### config.mk
export PLATFORM = sky130hd
export DESIGN_NAME = irq_arb_top
export DESIGN_NICKNAME = d
export VERILOG_FILES = /design/src/rtl/irq_arb_pkg.sv /design/src/rtl/irq_arb_eligible.sv /design/src/rtl/irq_arb_select.sv /design/src/rtl/irq_arb_claims.sv /design/src/rtl/irq_arb_top.sv
export SDC_FILE = /design/constraint.sdc
export NUM_CORES = 1
export LEC_CHECK = 0
export ABC_CLOCK_PERIOD_IN_PS = 9950
export BUFFER_PORTS_ARGS = -buffer_cell sky130_fd_sc_hd__buf_2
export CORE_ASPECT_RATIO = 0.7
export CORE_MARGIN = 4
export CORE_UTILIZATION = 50
export DETAILED_ROUTE_END_ITERATION = 10
export PLACE_DENSITY = 0.78
export SETUP_SLACK_MARGIN = 0.15
export SLEW_MARGIN = 5
export SYNTH_ARGS = -nofsm -noshare
export SYNTH_HDL_FRONTEND = slang
export SYNTH_SLANG_ARGS = --single-unit
### constraint.sdc
create_clock -name clk -period 9.95 [get_ports clk]
set_clock_uncertainty 0.15 [all_clocks]
set_input_delay 0.4975 -clock clk [delete_from_list [all_inputs] [get_ports clk]]
set_output_delay 0.4975 -clock clk [all_outputs]
set_load 0.05 [all_outputs]
### src/rtl/irq_arb_pkg.sv
package irq_arb_pkg;

    localparam int PRIO_W = 2;

    typedef logic [PRIO_W-1:0] prio_t;

    localparam prio_t PRIO_NONE = '0;

    // strict comparison: equal priority never clears the threshold
    function automatic logic prio_clears(prio_t prio, prio_t thresh);
        return prio > thresh;
    endfunction

    function automatic int id_width(int num_src);
        return (num_src > 1) ? $clog2(num_src) : 1;
    endfunction

endpackage

### src/rtl/irq_arb_eligible.sv
module irq_arb_eligible
    import irq_arb_pkg::*;
#(
    parameter int NUM_SRC = 8
) (
    input  logic [NUM_SRC-1:0] pend_i,
    input  logic [NUM_SRC-1:0] enable_i,
    input  logic [NUM_SRC-1:0] claimed_i,
    input  prio_t              prio_i [NUM_SRC],
    input  prio_t              thresh_i,
    output logic [NUM_SRC-1:0] elig_o,
    output logic               any_o
);

    for (genvar g = 0; g < NUM_SRC; g++) begin : g_src
        if (g == 0) begin : g_reserved
            logic unused_src0;
            assign unused_src0 = pend_i[0] ^ enable_i[0] ^ claimed_i[0] ^ (^prio_i[0]);
            assign elig_o[0]   = 1'b0;
        end else begin : g_real
            assign elig_o[g] = pend_i[g] & enable_i[g] & ~claimed_i[g]
                             & prio_clears(prio_i[g], thresh_i);
        end
    end

    assign any_o = |elig_o;

endmodule

### src/rtl/irq_arb_select.sv
module irq_arb_select
    import irq_arb_pkg::*;
#(
    parameter int NUM_SRC = 8,
    parameter int ID_W    = 3
) (
    input  logic [NUM_SRC-1:0] elig_i,
    input  prio_t              prio_i [NUM_SRC],
    output logic [ID_W-1:0]    best_id_o,
    output prio_t              best_prio_o
);

    // ascending scan with a strict compare keeps the lowest number on ties
    always_comb begin
        best_id_o   = '0;
        best_prio_o = PRIO_NONE;
        for (int i = 1; i < NUM_SRC; i++) begin
            if (elig_i[i] && (prio_i[i] > best_prio_o)) begin
                best_id_o   = ID_W'(i);
                best_prio_o = prio_i[i];
            end
        end
    end

endmodule

### src/rtl/irq_arb_claims.sv
module irq_arb_claims #(
    parameter int NUM_SRC = 8,
    parameter int ID_W    = 3
) (
    input  logic               clk,
    input  logic               rst,
    input  logic               claim_i,
    input  logic [ID_W-1:0]    claim_id_i,
    input  logic               cmpl_i,
    input  logic [ID_W-1:0]    cmpl_id_i,
    output logic [NUM_SRC-1:0] claimed_o
);

    logic [NUM_SRC-1:0] set_vec;
    logic [NUM_SRC-1:0] clr_vec;
    logic [NUM_SRC-1:0] claimed_q;

    for (genvar g = 0; g < NUM_SRC; g++) begin : g_bit
        if (g == 0) begin : g_zero
            assign set_vec[0] = 1'b0;
            assign clr_vec[0] = 1'b0;
        end else begin : g_live
            assign set_vec[g] = claim_i && (claim_id_i == ID_W'(g));
            // an unclaimed number clears a bit that is already 0
            assign clr_vec[g] = cmpl_i && (cmpl_id_i == ID_W'(g));
        end
    end

    always_ff @(posedge clk) begin
        if (rst) begin
            claimed_q <= '0;
        end else begin
            claimed_q <= (claimed_q & ~clr_vec) | set_vec;
        end
    end

    assign claimed_o = claimed_q;

    p_claim_marks_r8: assert property (@(posedge clk) disable iff (rst)
        (claim_i && claim_id_i != '0) |=> claimed_q[$past(claim_id_i)]);

    p_cmpl_zero_ignored_r10: assert property (@(posedge clk) disable iff (rst)
        (cmpl_i && cmpl_id_i == '0 && !claim_i) |=> $stable(claimed_q));

    p_cmpl_unclaimed_ignored_r10: assert property (@(posedge clk) disable iff (rst)
        (cmpl_i && cmpl_id_i != '0 && !claimed_q[cmpl_id_i] && !claim_i)
            |=> $stable(claimed_q));

    p_src0_never_claimed_r5: assert property (@(posedge clk) disable iff (rst)
        !claimed_q[0]);

endmodule

### src/rtl/irq_arb_top.sv
module irq_arb_top
    import irq_arb_pkg::*;
#(
    parameter int NUM_SRC = 8,
    localparam int ID_W   = id_width(NUM_SRC)
) (
    input  logic                      clk,
    input  logic                      rst,
    input  logic [NUM_SRC-1:0]        src_pending_i,
    input  logic [NUM_SRC*PRIO_W-1:0] src_prio_i,
    input  logic [NUM_SRC-1:0]        tgt_enable_i,
    input  logic [PRIO_W-1:0]         tgt_thresh_i,
    input  logic                      claim_req_i,
    output logic [ID_W-1:0]           claim_id_o,
    input  logic                      cmpl_valid_i,
    input  logic [ID_W-1:0]           cmpl_id_i,
    output logic                      irq_o
);

    prio_t              prio_arr [NUM_SRC];
    logic [NUM_SRC-1:0] claimed;
    logic [NUM_SRC-1:0] elig;
    logic               any_elig;
    logic [ID_W-1:0]    best_id;
    prio_t              best_prio;
    logic [ID_W-1:0]    claim_id_q;
    logic               irq_q;

    for (genvar g = 0; g < NUM_SRC; g++) begin : g_unpack
        assign prio_arr[g] = src_prio_i[g*PRIO_W +: PRIO_W];
    end

    irq_arb_eligible #(.NUM_SRC(NUM_SRC)) u_elig (
        .pend_i    (src_pending_i),
        .enable_i  (tgt_enable_i),
        .claimed_i (claimed),
        .prio_i    (prio_arr),
        .thresh_i  (tgt_thresh_i),
        .elig_o    (elig),
        .any_o     (any_elig)
    );

    irq_arb_select #(.NUM_SRC(NUM_SRC), .ID_W(ID_W)) u_sel (
        .elig_i      (elig),
        .prio_i      (prio_arr),
        .best_id_o   (best_id),
        .best_prio_o (best_prio)
    );

    irq_arb_claims #(.NUM_SRC(NUM_SRC), .ID_W(ID_W)) u_claims (
        .clk        (clk),
        .rst        (rst),
        .claim_i    (claim_req_i),
        .claim_id_i (best_id),
        .cmpl_i     (cmpl_valid_i),
        .cmpl_id_i  (cmpl_id_i),
        .claimed_o  (claimed)
    );

    always_ff @(posedge clk) begin
        if (rst) begin
            claim_id_q <= '0;
            irq_q      <= 1'b0;
        end else begin
            irq_q <= any_elig;
            if (claim_req_i) begin
                claim_id_q <= best_id;
            end
        end
    end

    assign claim_id_o = claim_id_q;
    assign irq_o      = irq_q;

    p_irq_rise_r6: assert property (@(posedge clk) disable iff (rst)
        any_elig |=> irq_o);

    p_irq_fall_r6: assert property (@(posedge clk) disable iff (rst)
        !any_elig |=> !irq_o);

    p_empty_claim_r7: assert property (@(posedge clk) disable iff (rst)
        (claim_req_i && !any_elig) |=> claim_id_o == '0);

    p_winner_eligible_r4: assert property (@(posedge clk) disable iff (rst)
        (best_id != '0) |-> elig[best_id]);

    p_winner_above_thresh_r2: assert property (@(posedge clk) disable iff (rst)
        (best_id != '0) |-> best_prio > tgt_thresh_i);

    p_found_when_any_r4: assert property (@(posedge clk) disable iff (rst)
        any_elig |-> best_id != '0);

endmodule

After elaboration in Yosys (flattened, before gate mapping)
Cells that the tools add are included.
{"block": "op_classes", "n_bitwise": 31, "eq_ne": 14, "magnitude_cmp": 14, "reduce_logical": 22, "mux": 13}
{"cell": "$gt 2x2->1", "count": 13}
{"cell": "$eq 3x3->1 const B", "count": 8}
{"cell": "$and 1x1->1", "count": 21}
{"cell": "$logic_and 1x1->1", "count": 21}
{"cell": "$mux 2", "count": 8}
{"cell": "$eq 3x2->1 const B", "count": 4}
{"cell": "$mux 3", "count": 4}
{"cell": "$and 8x8->8", "count": 1}
{"cell": "$not 8->8", "count": 1}
{"cell": "$or 8x8->8", "count": 1}
{"cell": "$not 1->1", "count": 7}
{"cell": "$reduce_or 7->1", "count": 1}
{"cell": "$eq 3x1->1 const B", "count": 2}
{"cell": "$gt 2x1->1 const B", "count": 1}
{"cell": "$mux 1", "count": 1}
{"block": "totals", "in_bits": 41, "elab_cells": 97, "reg_bits": 12, "out_inout_bits": 4}

Depth between registers and ports, before layout
{"block": "depth", "depth_word": 26, "depth_mapped": 46, "depth_no_buf": 44}

Cells and area by module
From an unflattened synthesis, not the netlist that was laid out.
{"block": "hier_totals", "cells_unflattened": 183, "area_unflattened_um2": 1493.9}
{"module": "irq_arb_select", "cells_each": 82, "seq_area_each_um2": 0.0, "n_inst": 1, "area_per_inst_um2": 570.5}
{"module": "irq_arb_eligible", "cells_each": 54, "seq_area_each_um2": 0.0, "n_inst": 1, "area_per_inst_um2": 417.9}
{"module": "irq_arb_claims", "cells_each": 36, "seq_area_each_um2": 140.1, "n_inst": 1, "area_per_inst_um2": 377.9}
{"module": "irq_arb_top", "cells_each": 11, "seq_area_each_um2": 80.1, "n_inst": 1, "area_per_inst_um2": 127.6}

Worst setup path before layout
OpenSTA, ideal clock, no wires.
{"block": "synth_path", "path_type": "input port to flip-flop", "from": "input tgt_thresh_i[1]", "to": "register claim_id_q[1] (netlist: claim_id_o[1])", "path_buffers": 2, "cell_stages": 40, "setup_time_ns": 0.130, "setup_slack_ns": 1.223, "required_ns": 9.670, "t_arrival_ns": 8.447, "path_cell_list": "inv_1 > ha_1 > a21oi_2 > o2111ai_2 > ha_1 > nor2b_1 > a2bb2oi_1 > and2_1 > mux2i_1 > ha_1 > nor2_1 > nand3_1 > and3b_1 > a221o_1 > ha_1 > or2_2 > a21boi_0 > or2_1 > (+4 left out) > or2_2 > a2111oi_0 > o211ai_1 > o31ai_1 > clkbuf_1 > nand3b_1 > o21bai_1 > nand2_1 > ha_1 > a211oi_1 > mux2_2 > ha_1 > a21oi_1 > a211oi_1 > nand2b_1 > nor2_1 > o31a_1 > nor3_2"}
{"block": "synth_via", "elab_chain_cells": 22, "word_cells_on_any_way": 39, "classes_between": "order compare: 13; mux: 12; bitwise: 7; reduce/logical: 7"}
{"item": "start: declaration", "line_no": "irq_arb_top.sv:12", "rtl": "input logic [PRIO_W-1:0] tgt_thresh_i,"}
{"item": "$gt 2x2->1", "line_no": "irq_arb_pkg.sv:11", "rtl": "return prio > thresh;"}
{"item": "$and 1x1->1", "line_no": "irq_arb_eligible.sv:22", "rtl": "& prio_clears(prio_i[g], thresh_i);"}
{"item": "$logic_and 1x1->1", "line_no": "irq_arb_select.sv:18", "rtl": "if (elig_i[i] && (prio_i[i] > best_prio_o)) begin"}
{"item": "$mux 2", "line_no": "irq_arb_select.sv:18"}
{"item": "$gt 2x2->1", "line_no": "irq_arb_select.sv:18"}
{"item": "$logic_and 1x1->1", "line_no": "irq_arb_select.sv:18"}
{"item": "$mux 2", "line_no": "irq_arb_select.sv:18"}
{"item": "$gt 2x2->1", "line_no": "irq_arb_select.sv:18"}
{"item": "(+6 left out)"}
{"item": "$logic_and 1x1->1", "line_no": "irq_arb_select.sv:18"}
{"item": "$mux 2", "line_no": "irq_arb_select.sv:18"}
{"item": "$gt 2x2->1", "line_no": "irq_arb_select.sv:18"}
{"item": "$logic_and 1x1->1", "line_no": "irq_arb_select.sv:18"}
{"item": "$mux 2", "line_no": "irq_arb_select.sv:18"}
{"item": "$gt 2x2->1", "line_no": "irq_arb_select.sv:18"}
{"item": "$logic_and 1x1->1", "line_no": "irq_arb_select.sv:18"}
{"item": "$mux 3 (*)", "line_no": "irq_arb_select.sv:18"}
{"item": "end signal: assignment", "line_no": "irq_arb_top.sv:67", "rtl": "claim_id_q <= best_id;"}
{"item": "end: declaration", "line_no": "irq_arb_top.sv:26", "rtl": "logic [ID_W-1:0] claim_id_q;"}
Mark *: on every way between the ends. The rest lies on a longest branch, timed or not.
A chain may end at the register's enable or synchronous reset.

Final worst setup path
{"block": "layout_path", "from": "input tgt_thresh_i[0]", "to": "register u_claims.claimed_q[2] (netlist: u_claims.claimed_o[2])"}
{"block": "layout_via", "elab_chain_cells": 25, "word_cells_on_any_way": 43, "classes_between": "order compare: 13; eq/ne: 1; mux: 13; bitwise: 8; reduce/logical: 8"}
{"item": "$gt 2x2->1", "line_no": "irq_arb_pkg.sv:11"}
{"item": "$and 1x1->1", "line_no": "irq_arb_eligible.sv:22"}
{"item": "$logic_and 1x1->1", "line_no": "irq_arb_select.sv:18"}
{"item": "$mux 2", "line_no": "irq_arb_select.sv:18"}
{"item": "$gt 2x2->1", "line_no": "irq_arb_select.sv:18"}
{"item": "$logic_and 1x1->1", "line_no": "irq_arb_select.sv:18"}
{"item": "$mux 2", "line_no": "irq_arb_select.sv:18"}
{"item": "$gt 2x2->1", "line_no": "irq_arb_select.sv:18"}
{"item": "(+9 left out)"}
{"item": "$logic_and 1x1->1", "line_no": "irq_arb_select.sv:18"}
{"item": "$mux 2", "line_no": "irq_arb_select.sv:18"}
{"item": "$gt 2x2->1", "line_no": "irq_arb_select.sv:18"}
{"item": "$logic_and 1x1->1", "line_no": "irq_arb_select.sv:18"}
{"item": "$mux 3 (*)", "line_no": "irq_arb_select.sv:18"}
{"item": "$eq 3x2->1 (*)", "line_no": "irq_arb_claims.sv:23", "rtl": "assign set_vec[g] = claim_i && (claim_id_i == ID_W'(g));"}
{"item": "$logic_and 1x1->1 (*)", "line_no": "irq_arb_claims.sv:23"}
{"item": "$or 8x8->8 (*)", "line_no": "irq_arb_claims.sv:33", "rtl": "claimed_q <= (claimed_q & ~clr_vec) | set_vec;"}
{"item": "end signal: assignment", "line_no": "irq_arb_claims.sv:33"}
{"item": "end: declaration", "line_no": "irq_arb_claims.sv:16", "rtl": "logic [NUM_SRC-1:0] claimed_q;"}
Marked as above.

==> impl_metrics.csv <==
group,metric,value,unit
setup_path,worst-setup-path-type,"in2reg",
layout,fillerInstances,225,
setup_path,timing.critical_path.arrival,9260,ps
die,dieHeight,52.8,um
grt,grt_first_pass_wirelength,6380,um
pwr,finalPower,172,uW
setup_path,cp.depth,39,
synth,yosys_register_bits,11,
grt,grt.met1_usage,26.2,%
route,drt-total-wl,4040,um
sta,max_freq,108,MHz
route,first_pass_iters,4,
sta,grt_setup_unrepaired,"false",
clocking,h_tree_depth,1,
setup_path,cpLargestDelayFamily,"compound AO/OA/AOI/OAI gates",
route,post_drt_wl_per_cell,15.8,um
setup_path,setup.worst_path.end_class,"flip-flop",
clocking,number_of_clock_buffers_inserted_by_tritoncts,3,
die,core-area,2590,um2
setup_path,worstRegToRegCells,37,
setup_path,worst_path_max_delay_cell,"a2111oi_0",
run_status,run_status,"finished, final reports clean",
place,hpwlAfterDp,3390,um
grt,grt_usage,21.3,%
route,drc_errors,0,
synth,synth-edff-count,0,
clocking,cts.sink_count,11,
run,maxCapViolations,0,
setup_path,critical_path.n_buffers_inverters,2,
clocking,cts_tree,"built",
min_path,min_path_type,"reg2reg",
synth,synth_flop_cell,"dfxtp_1",
grt,grt_pass1_vias,1537,
route,drtAntennaViolNets,0,
place,finalWeightedCongestion,0.858,
setup_path,crit_top_cell,"ha_1",
setup_path,path_max_fanout,11,
die,io_pins,45,
synth,syn_area_per_cell,8.02,um2
sta,finalMaxSlewViolations,0,
layout,count_of_nets_after_finishing,286,
pwr,worst_ir_drop_vdd,0.0000870,V
synth,synthArstFlopShare,0,%
setup_path,crit_required,9970,ps
clocking,root_buffer,"clkbuf_8",
clocking,clk_path_buf_depth,2,
clocking,insertion_delay,240,ps
layout,utilization_after_layout,66.6,%
route,post_drt_via_cell_ratio,5.99,
synth,synthesis.area,1440,um2
grt,gr-total-overflow,0,
setup_path,critical_path.max_stage_delay,370,ps
sta,fin_setup_tns,0,ps
route,drt_iter0_drc,67,
grt,groute.layer.met2.usage,38.1,%
layout,antenna_cells_inserted,0,
synth,ys_warn_count,0,
pwr,power_per_cell_area,99.5,nW/um2
die,initial_core_util,55.4,%
layout,layout.cells.most_common_list,"buf_2 (40), ha_1 (23), inv_1 (16)",
die,fp.dieW,72.0,um
clocking,clk_pin_slew,50,ps
synth,distinct_cell_type_count_of_the_synthesized_netlist,53,
grt,grt_max_degree,12,
layout,most_common_cell_after_layout_fill_and_taps_aside,"buf_2",
layout,syn2layout_area_growth,20.2,%
sta,setup_viol,0,
route,vias,1527,
synth,synthCells,179,
sta,hold_violations,0,
pwr,cellLeakagePower,0.805,nW
synth,yosysSeqAreaShare,15.3,%
die,floorplan.die_area,3810,um2
min_path,timing.hold.worst_path_depth,2,
grt,number_of_antenna_violations_at_the_first_check_in_global_routing,0,
sta,worst_pin_slew,716,ps
grt,global_routing_met3_resource_utilization,3.26,%
layout,drive_above_1_share,28.1,%
setup_path,reg2reg_setup_slack,1160,ps
synth,postSynthNetCount,243,
sta,post-route-min-period,9240,ps
grt,globalRoute.busiestLayer,"met2",
die,rows,15,
place,io_buffers,40,
sta,max_slew_headroom_at_the_worst_pin,52.0,%
setup_path,critical_path.startpoint_type,"input port",
sta,post-route-period-util,92.9,%
## synthesized netlist by cell type, drive strengths merged (2+ instances only)
cell	instances	area share (%)
nor2	7	1.8
dfxtp	11	15
nor2b	8	3.5
nand2	14	3.8
nand3	4	1.4
o2111a	2	1.6
or2	3	1.3
o21ai	10	3.5
a221oi	2	2.4
maj3	3	2.1
nand4bb	2	1.6
nand3b	4	2.1
a2111oi	2	1.2
a211oi	7	3.7
a21oi	14	5.1
ha	23	20
and2	5	2.6
o2111ai	4	2.9
nor3	5	2.1
o31ai	2	1.0
nand2b	6	2.8
clkbuf	3	0.78
o21bai	2	1.0
inv	16	4.2
## cells by family (layout without fill, tap and decap cells)
family	count (synthesis)	count (layout)	synth area share (%)
muxes	2	2	1.48
adders and majority gates	26	26	22.1
and+or+nand+nor	64	64	26.4
buffers and inverters	20	62	5.75
AOI/OAI and AO/OA	56	56	28.9
DFF	11	11	15.3
## per-stage QoR
step / instances / hold WS [ps] / worst slack [ps] / area (um2)
after floorplan: 179 / 293 / 1220 / 1440
final: 255 / 339 / 710 / 1730
after detailed placement: 251 / 331 / 252 / 1670
after global placement: 251 / 311 / 600 / 1670
after global routing: 255 / 358 / 137 / 1730
after CTS: 255 / 338 / 510 / 1720
## state kept, by name (all words and copies together) (netlist names)
register	cells
claim_id_o	3
irq_o	1
u_claims.claimed_o	7
## layer usage
| metal | vias up | wire length, um |
|---|---|---|
| met3 | 9 | 235 |
| met2 | 57 | 1970 |
| met4 | 0 | 73 |
| met5 | - | 0 |
| met1 | 710 | 1760 |
| li1 | 751 | - |
## final cells by class
class                   instances  area, um2  area share, %
clock buffers                   4       45.0           2.61
inverters                      16       60.1           3.48
multi-input cells             148       1140           66.2
flip-flops and latches         11        220           12.8
well taps                      34       42.5           2.47
repair buffers                 42        215           12.5
## report_power, final
| group | internal [mW] | leakage (nW) | switching, mW |
|---|---|---|---|
| Sequential | 0.0470 | 0.0898 | 0.00138 |
| Combinational | 0.0318 | 0.693 | 0.0449 |
| Clock | 0.0283 | 0.0228 | 0.0184 |
## worst min-delay path: cells and delay by family, from the launching register on
| family | cells | cell delay, ps |
|---|---|---|
| flip-flops | 1 | 310 |
| AO/OA/AOI/OAI | 2 | 130 |
## worst paths after layout
| kind | end | start |
|---|---|---|
| hold reg to reg | u_claims.claimed_o[7] | u_claims.claimed_o[7] |
| setup reg to reg | u_claims.claimed_o[2] | u_claims.claimed_o[1] |
| setup / recovery | u_claims.claimed_o[2] | tgt_thresh_i[0] |
| hold / removal | u_claims.claimed_o[7] | u_claims.claimed_o[7] |
## repair_timing
action / 4_1_cts / 5_1_grt
resized for setup: 0 / 3
endpoints found under the setup margin: 0 / 8
buffers inserted: 0 / 0
hold buffers: 0 / 0
Power figures use the tool's default switching activity.
